[config.mk]
export PLATFORM = sky130hd
export DESIGN_NAME = cfg_commit_top
export DESIGN_NICKNAME = d
export VERILOG_FILES = /design/src/rtl/cfgc_pkg.sv /design/src/rtl/cfgc_shadow_bank.sv /design/src/rtl/cfgc_idle_tracker.sv /design/src/rtl/cfgc_live_bank.sv /design/src/rtl/cfg_commit_top.sv
export SDC_FILE = /design/constraint.sdc
export NUM_CORES = 1
export LEC_CHECK = 0
export ABC_AREA = 1
export BUFFER_PORTS_ARGS = -buffer_cell sky130_fd_sc_hd__buf_2
export CORE_MARGIN = 2
export CORE_UTILIZATION = 45
export CTS_CLUSTER_SIZE = 30
export DETAILED_ROUTE_END_ITERATION = 8
export PLACE_DENSITY_LB_ADDON = 0.3
export REMOVE_ABC_BUFFERS = 1
export SYNTH_ARGS = -nofsm -noshare
export SYNTH_HDL_FRONTEND = slang
export SYNTH_SLANG_ARGS = --single-unit
[constraint.sdc]
create_clock -name clk -period 0.85 [get_ports clk]
set_input_delay 0.17 -clock clk [delete_from_list [all_inputs] [get_ports clk]]
set_output_delay 0.17 -clock clk [all_outputs]
set_load 0.005 [all_outputs]
[src/rtl/cfgc_pkg.sv]
package cfgc_pkg;

    localparam int CFG_AW   = 3;
    localparam int CFG_DW   = 8;
    localparam int CFG_DIVW = 10;
    localparam int CFG_HI_W = CFG_DIVW - CFG_DW;
    localparam int CFG_LO_W = CFG_DW - CFG_HI_W;
    localparam int CFG_BRK_BIT = 6;

    localparam logic [CFG_AW-1:0] ADR_MODE = 3'd0;
    localparam logic [CFG_AW-1:0] ADR_PVAL = 3'd1;
    localparam logic [CFG_AW-1:0] ADR_FMT  = 3'd2;
    localparam logic [CFG_AW-1:0] ADR_DIVL = 3'd3;
    localparam logic [CFG_AW-1:0] ADR_DIVH = 3'd4;
    localparam logic [CFG_AW-1:0] ADR_CCTL = 3'd5;

    typedef struct packed {
        logic [CFG_DW-1:0]   mode;
        logic [CFG_DW-1:0]   pval;
        logic [CFG_DW-1:0]   fmt;
        logic [CFG_DIVW-1:0] div;
    } cfg_set_t;

    typedef struct packed {
        cfg_set_t set;
        logic     pending;
    } shadow_st_t;

    typedef struct packed {
        logic [CFG_DW-1:0] mode;
        logic [CFG_DW-1:0] pval;
        logic [CFG_DW-1:0] fmt;
        logic [CFG_DW-1:0] div_lo;
        logic [CFG_DW-1:0] clkctl;
    } live_st_t;

endpackage

[src/rtl/cfgc_shadow_bank.sv]
module cfgc_shadow_bank
    import cfgc_pkg::*;
#(
    parameter cfg_set_t RST_SET = '0
) (
    input  logic              clk,
    input  logic              rst_n,
    input  logic              wr_en,
    input  logic [CFG_AW-1:0] wr_addr,
    input  logic [CFG_DW-1:0] wr_data,
    input  logic              commit,
    output cfg_set_t          shadow_q,
    output logic              pending_q
);

    shadow_st_t st_d, st_q;
    logic       cfg_hit;

    always_comb begin
        st_d    = st_q;
        cfg_hit = 1'b0;
        if (wr_en) begin
            case (wr_addr)
                ADR_MODE: begin st_d.set.mode = wr_data; cfg_hit = 1'b1; end
                ADR_PVAL: begin st_d.set.pval = wr_data; cfg_hit = 1'b1; end
                ADR_FMT:  begin st_d.set.fmt  = wr_data; cfg_hit = 1'b1; end
                ADR_DIVL: begin st_d.set.div[CFG_DW-1:0] = wr_data; cfg_hit = 1'b1; end
                ADR_DIVH: begin
                    st_d.set.div[CFG_DIVW-1:CFG_DW] = wr_data[CFG_HI_W-1:0];
                    cfg_hit = 1'b1;
                end
                default: cfg_hit = 1'b0;
            endcase
        end
        // a fresh write outranks the clear from a commit in the same cycle
        if (cfg_hit)
            st_d.pending = 1'b1;
        else if (commit)
            st_d.pending = 1'b0;
    end

    always_ff @(posedge clk) begin
        if (!rst_n) begin
            st_q.set     <= RST_SET;
            st_q.pending <= 1'b0;
        end else begin
            st_q <= st_d;
        end
    end

    assign shadow_q  = st_q.set;
    assign pending_q = st_q.pending;

    // a configuration write raises the pending flag
    a_r2_write_sets_pending: assert property (@(posedge clk) disable iff (!rst_n)
        (wr_en && wr_addr <= ADR_DIVH) |=> pending_q);

    // a write in the commit cycle wins in the shadow and keeps pending
    a_r9_write_beats_commit: assert property (@(posedge clk) disable iff (!rst_n)
        (commit && wr_en && wr_addr == ADR_MODE) |=>
            (pending_q && shadow_q.mode == $past(wr_data)));

    // writes to unused addresses leave the shadows alone
    a_r10_unused_ignored: assert property (@(posedge clk) disable iff (!rst_n)
        (wr_en && wr_addr > ADR_CCTL) |=> $stable(shadow_q));

endmodule

[src/rtl/cfgc_idle_tracker.sv]
module cfgc_idle_tracker #(
    parameter logic RST_IDLE = 1'b1
) (
    input  logic clk,
    input  logic rst_n,
    input  logic tx_ready,
    input  logic frame_load,
    output logic idle_q
);

    typedef struct packed {
        logic idle;
    } idle_st_t;

    idle_st_t st_d, st_q;

    always_comb begin
        st_d = st_q;
        if (frame_load)
            st_d.idle = 1'b0;
        else if (tx_ready)
            st_d.idle = 1'b1;
    end

    always_ff @(posedge clk) begin
        if (!rst_n)
            st_q.idle <= RST_IDLE;
        else
            st_q <= st_d;
    end

    assign idle_q = st_q.idle;

    // a frame load always drops the idle flag
    a_r7_load_clears_idle: assert property (@(posedge clk) disable iff (!rst_n)
        frame_load |=> !idle_q);

    // a ready pulse alone raises the idle flag
    a_r4_ready_sets_idle: assert property (@(posedge clk) disable iff (!rst_n)
        (tx_ready && !frame_load) |=> idle_q);

endmodule

[src/rtl/cfgc_live_bank.sv]
module cfgc_live_bank
    import cfgc_pkg::*;
#(
    parameter live_st_t RST_LIVE = '0
) (
    input  logic                clk,
    input  logic                rst_n,
    input  logic                commit,
    input  cfg_set_t            shadow,
    input  logic                cctl_wr,
    input  logic [CFG_LO_W-1:0] cctl_data,
    output live_st_t            live_q
);

    live_st_t st_d, st_q;
    logic [CFG_HI_W-1:0] cctl_hi_d;
    logic [CFG_LO_W-1:0] cctl_lo_d;

    always_comb begin
        st_d      = st_q;
        cctl_hi_d = st_q.clkctl[CFG_DW-1:CFG_LO_W];
        cctl_lo_d = st_q.clkctl[CFG_LO_W-1:0];
        if (commit) begin
            st_d.mode   = shadow.mode;
            st_d.pval   = shadow.pval;
            st_d.fmt    = shadow.fmt;
            st_d.div_lo = shadow.div[CFG_DW-1:0];
            cctl_hi_d   = shadow.div[CFG_DIVW-1:CFG_DW];
        end
        if (cctl_wr)
            cctl_lo_d = cctl_data;
        // read-modify-write: top bits from the divisor, low bits kept
        st_d.clkctl = {cctl_hi_d, cctl_lo_d};
    end

    always_ff @(posedge clk) begin
        if (!rst_n)
            st_q <= RST_LIVE;
        else
            st_q <= st_d;
    end

    assign live_q = st_q;

    // a commit copies every shadow field together
    a_r3_commit_copies: assert property (@(posedge clk) disable iff (!rst_n)
        commit |=> (live_q.mode == $past(shadow.mode) &&
                    live_q.pval == $past(shadow.pval) &&
                    live_q.fmt  == $past(shadow.fmt)  &&
                    live_q.div_lo == $past(shadow.div[CFG_DW-1:0])));

    // commit fills the clock-control top bits, low bits preserved
    a_r5_cctl_rmw: assert property (@(posedge clk) disable iff (!rst_n)
        (commit && !cctl_wr) |=>
            (live_q.clkctl[CFG_DW-1:CFG_LO_W] == $past(shadow.div[CFG_DIVW-1:CFG_DW]) &&
             live_q.clkctl[CFG_LO_W-1:0] == $past(live_q.clkctl[CFG_LO_W-1:0])));

    // without a commit the deferred live registers hold
    a_r8_hold_without_commit: assert property (@(posedge clk) disable iff (!rst_n)
        !commit |=> ($stable(live_q.mode) && $stable(live_q.pval) &&
                     $stable(live_q.fmt) && $stable(live_q.div_lo)));

endmodule

[src/rtl/cfg_commit_top.sv]
module cfg_commit_top
    import cfgc_pkg::*;
#(
    parameter logic [CFG_DW-1:0]   MODE_DEF    = 8'h00,
    parameter logic [CFG_DW-1:0]   PVAL_DEF    = 8'h16,
    parameter logic [CFG_DW-1:0]   FMT_DEF     = 8'h03,
    parameter logic [CFG_DIVW-1:0] DIV_DEF     = 10'h000,
    parameter logic [CFG_LO_W-1:0] CCTL_LO_DEF = 6'h00,
    parameter logic                IDLE_DEF    = 1'b1
) (
    input  logic              clk,
    input  logic              rst_n,
    input  logic              host_wr,
    input  logic [CFG_AW-1:0] host_addr,
    input  logic [CFG_DW-1:0] host_data,
    input  logic              tx_ready,
    input  logic              frame_load,
    output logic [CFG_DW-1:0] live_mode,
    output logic [CFG_DW-1:0] live_pval,
    output logic [CFG_DW-1:0] live_fmt,
    output logic [CFG_DW-1:0] live_div_lo,
    output logic [CFG_DW-1:0] live_clkctl,
    output logic              cfg_pending,
    output logic              tx_idle
);

    localparam cfg_set_t RST_SET = '{mode: MODE_DEF, pval: PVAL_DEF,
                                     fmt: FMT_DEF, div: DIV_DEF};
    localparam live_st_t RST_LIVE = '{mode: MODE_DEF, pval: PVAL_DEF,
                                      fmt: FMT_DEF, div_lo: DIV_DEF[CFG_DW-1:0],
                                      clkctl: {DIV_DEF[CFG_DIVW-1:CFG_DW], CCTL_LO_DEF}};

    cfg_set_t shadow;
    live_st_t live;
    logic     pending, idle, commit, cctl_wr;

    assign commit  = pending && idle;
    assign cctl_wr = host_wr && host_addr == ADR_CCTL;

    cfgc_shadow_bank #(.RST_SET(RST_SET)) u_shadow (
        .clk(clk), .rst_n(rst_n),
        .wr_en(host_wr), .wr_addr(host_addr), .wr_data(host_data),
        .commit(commit), .shadow_q(shadow), .pending_q(pending)
    );

    cfgc_idle_tracker #(.RST_IDLE(IDLE_DEF)) u_idle (
        .clk(clk), .rst_n(rst_n),
        .tx_ready(tx_ready), .frame_load(frame_load), .idle_q(idle)
    );

    cfgc_live_bank #(.RST_LIVE(RST_LIVE)) u_live (
        .clk(clk), .rst_n(rst_n), .commit(commit), .shadow(shadow),
        .cctl_wr(cctl_wr), .cctl_data(host_data[CFG_LO_W-1:0]), .live_q(live)
    );

    assign live_mode   = live.mode;
    assign live_pval   = live.pval;
    assign live_fmt    = live.fmt;
    assign live_div_lo = live.div_lo;
    assign live_clkctl = live.clkctl;
    assign cfg_pending = pending;
    assign tx_idle     = idle;

    // a commit with no new write empties the pending flag
    a_r3_pending_clears: assert property (@(posedge clk) disable iff (!rst_n)
        (cfg_pending && tx_idle && !host_wr) |=> !cfg_pending);

    // the break bit on the line moves only while idle with work pending
    a_r6_break_only_idle: assert property (@(posedge clk) disable iff (!rst_n)
        !(cfg_pending && tx_idle) |=> $stable(live_fmt[CFG_BRK_BIT]));

    // nothing is committed while the transmitter is busy
    a_r4_busy_holds: assert property (@(posedge clk) disable iff (!rst_n)
        !tx_idle |=> ($stable(live_mode) && $stable(live_div_lo)));

endmodule

==> results.sh, run 1 <==
export IMPL_status="finished, violations left"
export IMPL_violations="setup timing"
export IMPL_skew_ns=0.00661
export IMPL_synth_area_per_cell_um2=7.33
export IMPL_antenna_found_initial=0
export IMPL_cts_sinks=76
export IMPL_row_count=29
export IMPL_routed_via_count=2611
export IMPL_postRouteAntennaNets=0
export IMPL_rsz0062_at_grt="yes"
export IMPL_clk_latency_ns=0.36
export IMPL_synth_seq_area_share_pct=52.8
export IMPL_core_area_um2=6280
export IMPL_totalWireLength_um=6570
export IMPL_place_gp_congestion=0.846
export IMPL_clk_pin_slew_ns=0.08
export IMPL_drive_above_1_share_pct=31.4
export IMPL_drtIter0Drc=110
export IMPL_grt_pass1_vias=2517
export IMPL_die_y_um=84.0
export IMPL_hold_path_class="in -> reg"
export IMPL_cap_violations=0
export IMPL_drt_pass1_iter_count=5
export IMPL_cts_tree="built"
export IMPL_grt_max_degree=49
export IMPL_relSlewSlack_pct=80.2
export IMPL_p_leak_uw=0.00171
export IMPL_port_buffer_count=57
export IMPL_grt_usage_pct=20.3
export IMPL_setup_viol=77
export IMPL_finalSetupTns_ns=-8.76
export IMPL_cts_made_buffers=9
export IMPL_syn_inst=393
export IMPL_fin_ws_ns=-0.220
export IMPL_finalMaxSlewViolations=0
export IMPL_drc=0
export IMPL_syn_cell_area_um2=2880
export IMPL_cp_data_required_time_ns=0.68
export IMPL_htree_levels=3
export IMPL_synth_seq_cells=76
export IMPL_worstSetupPathType="reg -> out"
export IMPL_post_dp_hpwl_um=4430
export IMPL_die_area_um2=7060
export IMPL_p_per_area_nw_per_um2=2100
export IMPL_min_period_over_period_pct=126
export IMPL_finalHoldViolCount=0
export IMPL_max_vdd_ir_drop_v=0.00125
export IMPL_arrival_ns=0.90
export IMPL_final_min_clock_period_ns=1.07
export IMPL_synth_distinct_cells=14
export IMPL_max_freq_mhz=935
export IMPL_root_buffer="clkbuf_8"
export IMPL_grt_pass1_wl_um=11300
export IMPL_grt_overflow_total=0
export IMPL_nNetsFinal=476
export IMPL_via_per_inst=4.82
export IMPL_post_drt_wl_per_cell_um=12.1
export IMPL_endpoint_kind="primary output"
export IMPL_crit_fanout=2
export IMPL_start_util_pct=45.9
export IMPL_die_w_um=84.0
export IMPL_diodes=0
export IMPL_yosysWarnings=0
export IMPL_reg2reg_setup_slack_ns=-0.13
export IMPL_area_growth_pct=29.3
export IMPL_worst_pin_slew_ns=0.297
export IMPL_io_pins=58
export IMPL_final_core_util_pct=59.3
export IMPL_startpoint_type="flip-flop"
export IMPL_clockBufferDepth=2
[synthesized netlist by cell type, drive strengths merged]
| cell | instances | share of area, % |
|---|---|---|
| nand3 | 45 | 7.8 |
| nor2 | 142 | 20 |
| o21ai | 31 | 5.4 |
| inv | 17 | 2.2 |
| clkbuf | 6 | 0.78 |
| nand2 | 64 | 8.4 |
| buf | 12 | 2.6 |
| dfxtp | 76 | 53 |
[sequential cells by signal, summed over array words and instances (netlist names)]
signal / count
u_idle.idle_q: 1
u_live.live_q: 40
u_shadow.pending_q: 1
u_shadow.shadow_q: 34
[logic make-up (layout without fill, tap and decap cells)]
| group | count (synthesis) | count (layout) | synth area share [%] |
|---|---|---|---|
| buffers and inverters | 35 | 107 | 5.56 |
| AND/OR/NAND/NOR | 251 | 251 | 36.2 |
| AO/OA/AOI/OAI | 31 | 31 | 5.39 |
| flip-flops | 76 | 76 | 52.8 |
[worst max-delay path, stage by stage, from the launching register on]
cell	delay, ns
dfxtp_2	0.33
buf_6	0.11
buf_6	0.10
[report_power, final]
part / internal (uW) / switching (uW) / leakage [uW] / total (uW)
logic: 410 / 507 / 0.000961 / 917
clock network: 1730 / 1330 / 0.000113 / 3060
registers: 3760 / 86.6 / 0.000633 / 3850
total: 5900 / 1930 / 0.00171 / 7830
[routing by layer]
| metal | vias up | wire length, um | GRT usage [%] |
|---|---|---|---|
| li1 | 1367 | - | - |
| met4 | 0 | 197 | 11.9 |
| met5 | - | 0 | 0 |
| met3 | 16 | 285 | 4.85 |
| met2 | 58 | 2900 | 32.3 |
| met1 | 1170 | 3180 | 25.1 |
[through the flow]
stage | power, uW | setup WS [ns] | instance area [um^2] | cells | hold slack [ns]
final | 7830 | -0.220 | 3720 | 542 | 0.0317
after global routing | 8180 | -0.246 | 3720 | 542 | 0.0502
after CTS | 7860 | -0.233 | 3670 | 542 | 0.0154
after detailed placement | 4760 | -0.184 | 3350 | 523 | 0.370
after global placement | 4740 | -0.141 | 3350 | 523 | 0.364
after floorplan | 4340 | -0.578 | 2780 | 375 | 0.246
[cell usage in the layout, fill, tap and decap left out]
cell | synthesis | final
buf_12 | 0 | 6
buf_2 | 8 | 49
buf_4 | 3 | 6
buf_6 | 1 | 12
bufinv_16 | 0 | 2
clkbuf_8 | 0 | 10
clkinv_2 | 0 | 2
clkinvlp_4 | 0 | 1
dfxtp_1 | 76 | 34
dfxtp_2 | 0 | 42
dlygate4sd3_1 | 0 | 1
inv_1 | 14 | 14
inv_2 | 3 | 3
inv_6 | 0 | 1
nand2_1 | 63 | 63
nand2_2 | 1 | 1
nand3_1 | 45 | 45
nor2_1 | 133 | 132
nor2_2 | 5 | 5
nor2_4 | 4 | 5
o21ai_0 | 31 | 20
o21ai_1 | 0 | 10
o21ai_2 | 0 | 1
[timing repair]
| item | CTS | global route |
|---|---|---|
| endpoints found under the hold margin | 1 | 0 |
| buffers inserted | 2 | 0 |
| gates resized for setup | 50 | 18 |
| setup endpoints to repair | 76 | 78 |
| hold buffers | 1 | 0 |
| pin swaps | 1 | 1 |
[path summary, 6_finish.rpt]
path,from,to,depth (start not counted)
max,u_idle.idle_q,tx_idle,2
min,host_data[4],u_shadow.shadow_q[22],3
max reg2reg,u_shadow.pending_q,u_live.live_q[38],4
min reg2reg,u_live.live_q[16],u_live.live_q[16],2
[final cells by class]
| type | instances | area (um^2) |
|---|---|---|
| inverters | 17 | 63.8 |
| clock inverters | 6 | 86.3 |
| well taps | 77 | 96.3 |
| clock buffers | 10 | 138 |
| repair buffers | 74 | 556 |
| fillers | 594 | 2550 |
| flip-flops and latches | 76 | 1570 |
| multi-input cells | 282 | 1210 |
No activity file was read; power rests on OpenSTA's default activity.
==> inputs of run 2 (changes only) <==
- CELL_PAD_IN_SITES_DETAIL_PLACEMENT: default -> 1
- CELL_PAD_IN_SITES_GLOBAL_PLACEMENT: default -> 1
- CORE_UTILIZATION: 45 -> 35
==> run 2 against run 1 <==
The flow still finishes with violations (setup timing). Worst setup slack gained 0.0017 ns. Total power grew 5.7%. Sequential cell count is the same. Cell area grew 6.2%. Count of clock-buffer cells in the layout grew 1. Via count grew 5.0%. Register-to-register slack is essentially flat. Fmax grew 0.16%. Critical path type unchanged. Largest cell class unchanged.
==> results.sh, run 2 (synthesis gave the netlist of run 1 again) <==
export IMPL_cp_top_family="flip-flops"
export IMPL_cp_cell_sequence="buf_6, buf_6"
export IMPL_nNetsFinal=486
export IMPL_worst_path_buf_inv=2
export IMPL_die_y_um=94.7
export IMPL_place_gp_congestion=0.801
export IMPL_via_per_inst=4.74
export IMPL_drt_pass1_iter_count=5
export IMPL_grt_usage_pct=19.7
export IMPL_die_w_um=94.7
export IMPL_fin_ws_ns=-0.218
export IMPL_cp_data_required_time_ns=0.68
export IMPL_grt_max_degree=37
export IMPL_routed_via_count=2742
export IMPL_post_drt_wl_per_cell_um=14.5
export IMPL_htree_levels=3
export IMPL_largest_reg_flops=40
export IMPL_final_core_util_pct=48.9
export IMPL_hold_slack_ns=0.0365
export IMPL_io_pins=58
export IMPL_rsz0062_at_grt="yes"
export IMPL_slowest_stage="dfxtp_2"
export IMPL_arrival_ns=0.90
export IMPL_max_freq_mhz=936
export IMPL_relSlewSlack_pct=79.1
export IMPL_violations="setup timing"
export IMPL_final_min_clock_period_ns=1.07
export IMPL_path_common_cell="buf_6"
export IMPL_start_util_pct=35.6
export IMPL_postRouteAntennaNets=0
export IMPL_cts_made_buffers=9
export IMPL_worstSetupPathType="reg -> out"
export IMPL_die_area_um2=8970
export IMPL_grt_overflow_total=0
export IMPL_clk_latency_ns=0.35
export IMPL_cap_violations=0
export IMPL_setup_viol=77
export IMPL_p_per_area_nw_per_um2=2090
export IMPL_p_leak_uw=0.00179
export IMPL_status="finished, violations left"
export IMPL_finalMaxSlewViolations=0
export IMPL_finalHoldViolCount=0
export IMPL_cts_sinks=76
export IMPL_placed_cell_area_um2=3410
export IMPL_hold_path_class="in -> reg"
export IMPL_skew_ns=0.00601
export IMPL_ff2ff_path_depth=5
export IMPL_startpoint_type="flip-flop"
export IMPL_clockBufferDepth=2
export IMPL_drive_above_1_share_pct=33.5
export IMPL_min_period_over_period_pct=126
export IMPL_drc=0
export IMPL_whs_path_depth=3
export IMPL_fin_area_um2=3960
export IMPL_reg2reg_setup_slack_ns=-0.13
export IMPL_area_growth_pct=37.3
export IMPL_core_area_um2=8090
export IMPL_grt_pass1_wl_um=13500
export IMPL_post_dp_hpwl_um=5480
export IMPL_diodes=0
export IMPL_layout_common_cells="nor2_1 (131), nand2_1 (62), nand3_1 (45), dfxtp_2 (42), buf_2 (36)"
export IMPL_grt_pass1_vias=2769
export IMPL_drtIter0Drc=132
export IMPL_worst_pin_slew_ns=0.313
export IMPL_row_count=33
export IMPL_totalWireLength_um=8380
export IMPL_max_stage_delay_ns=0.33
export IMPL_port_buffer_count=57
export IMPL_cts_tree="built"
export IMPL_nFillCells=1036
export IMPL_root_buffer="clkbuf_8"
export IMPL_endpoint_kind="primary output"
export IMPL_crit_fanout=2
export IMPL_max_vdd_ir_drop_v=0.000906
export IMPL_mostFrequentLayoutCell="nor2_1"
export IMPL_path_depth=2
export IMPL_clk_pin_slew_ns=0.07
export IMPL_antenna_found_initial=0
## run 2: changes by cell type in the layout (fill, tap and decap cells not counted), moves of 2 or more
| cell | change |
|---|---|
| o21ai_0 | -13 |
| buf_4 | +11 |
| o21ai_2 | +2 |
| clkinv_2 | -2 |
| buf_6 | +11 |
| buf_2 | -13 |
| o21ai_1 | +11 |
## run 2: per-layer routing
metal / GRT usage [%] / part of all wire, %
met1: 24.3 / 45
met5: 0 / 0
met4: 8.45 / 1.2
met2: 33.8 / 49
met3: 3.35 / 4.3
## run 2: cell type report
cell class,count,area [um^2],area share [%]
Inverter,17,66.3,1.68
Clock inverter,4,97.6,2.47
Tap cell,105,131,3.32
Timing Repair Buffer,84,722,18.3
Multi-Input combinational cell,282,1220,30.9
Sequential cell,76,1570,39.8
Clock buffer,11,141,3.57
## run 2: metrics by stage
stage	setup TNS, ns	total power [uW]	std cells	setup WS, ns
final	-8.43	8270	579	-0.218
after global routing	-11.77	8660	579	-0.239
after global placement	-10.27	4780	555	-0.194
after CTS	-11.37	8220	576	-0.217
after detailed placement	-12.29	4810	555	-0.242
after floorplan	-27.82	4340	375	-0.578
## run 2: worst paths after layout
kind                 startpoint                     to
max          u_shadow.pending_q            cfg_pending
min                host_data[4]  u_shadow.shadow_q[22]
max reg2reg       u_idle.idle_q      u_live.live_q[16]
min reg2reg   u_live.live_q[25]      u_live.live_q[25]
## run 2: what timing repair did
| action | 4_1_cts | 5_1_grt |
|---|---|---|
| setup buffers | 5 | 2 |
| endpoints found under the hold margin | 1 | 0 |
| pin swaps | 0 | 3 |
| setup endpoints to repair | 76 | 78 |
| gates cloned | 0 | 1 |
| resized for setup | 49 | 49 |
| hold buffers | 1 | 0 |
## run 2: worst register-to-register path: stages, from the launching register on
cell and delay [ns]:
dfxtp_2 0.33, nand2_2 0.14, inv_4 0.08, clkbuf_16 0.17
nand2_1 0.06, nand3_1 0.08
## run 2: report_power, final
group	leakage, uW	internal [uW]	total [uW]	switching, uW
clock network	0.000116	2020	3350	1340
registers	0.000633	3760	3860	103
logic	0.00104	492	1060	564
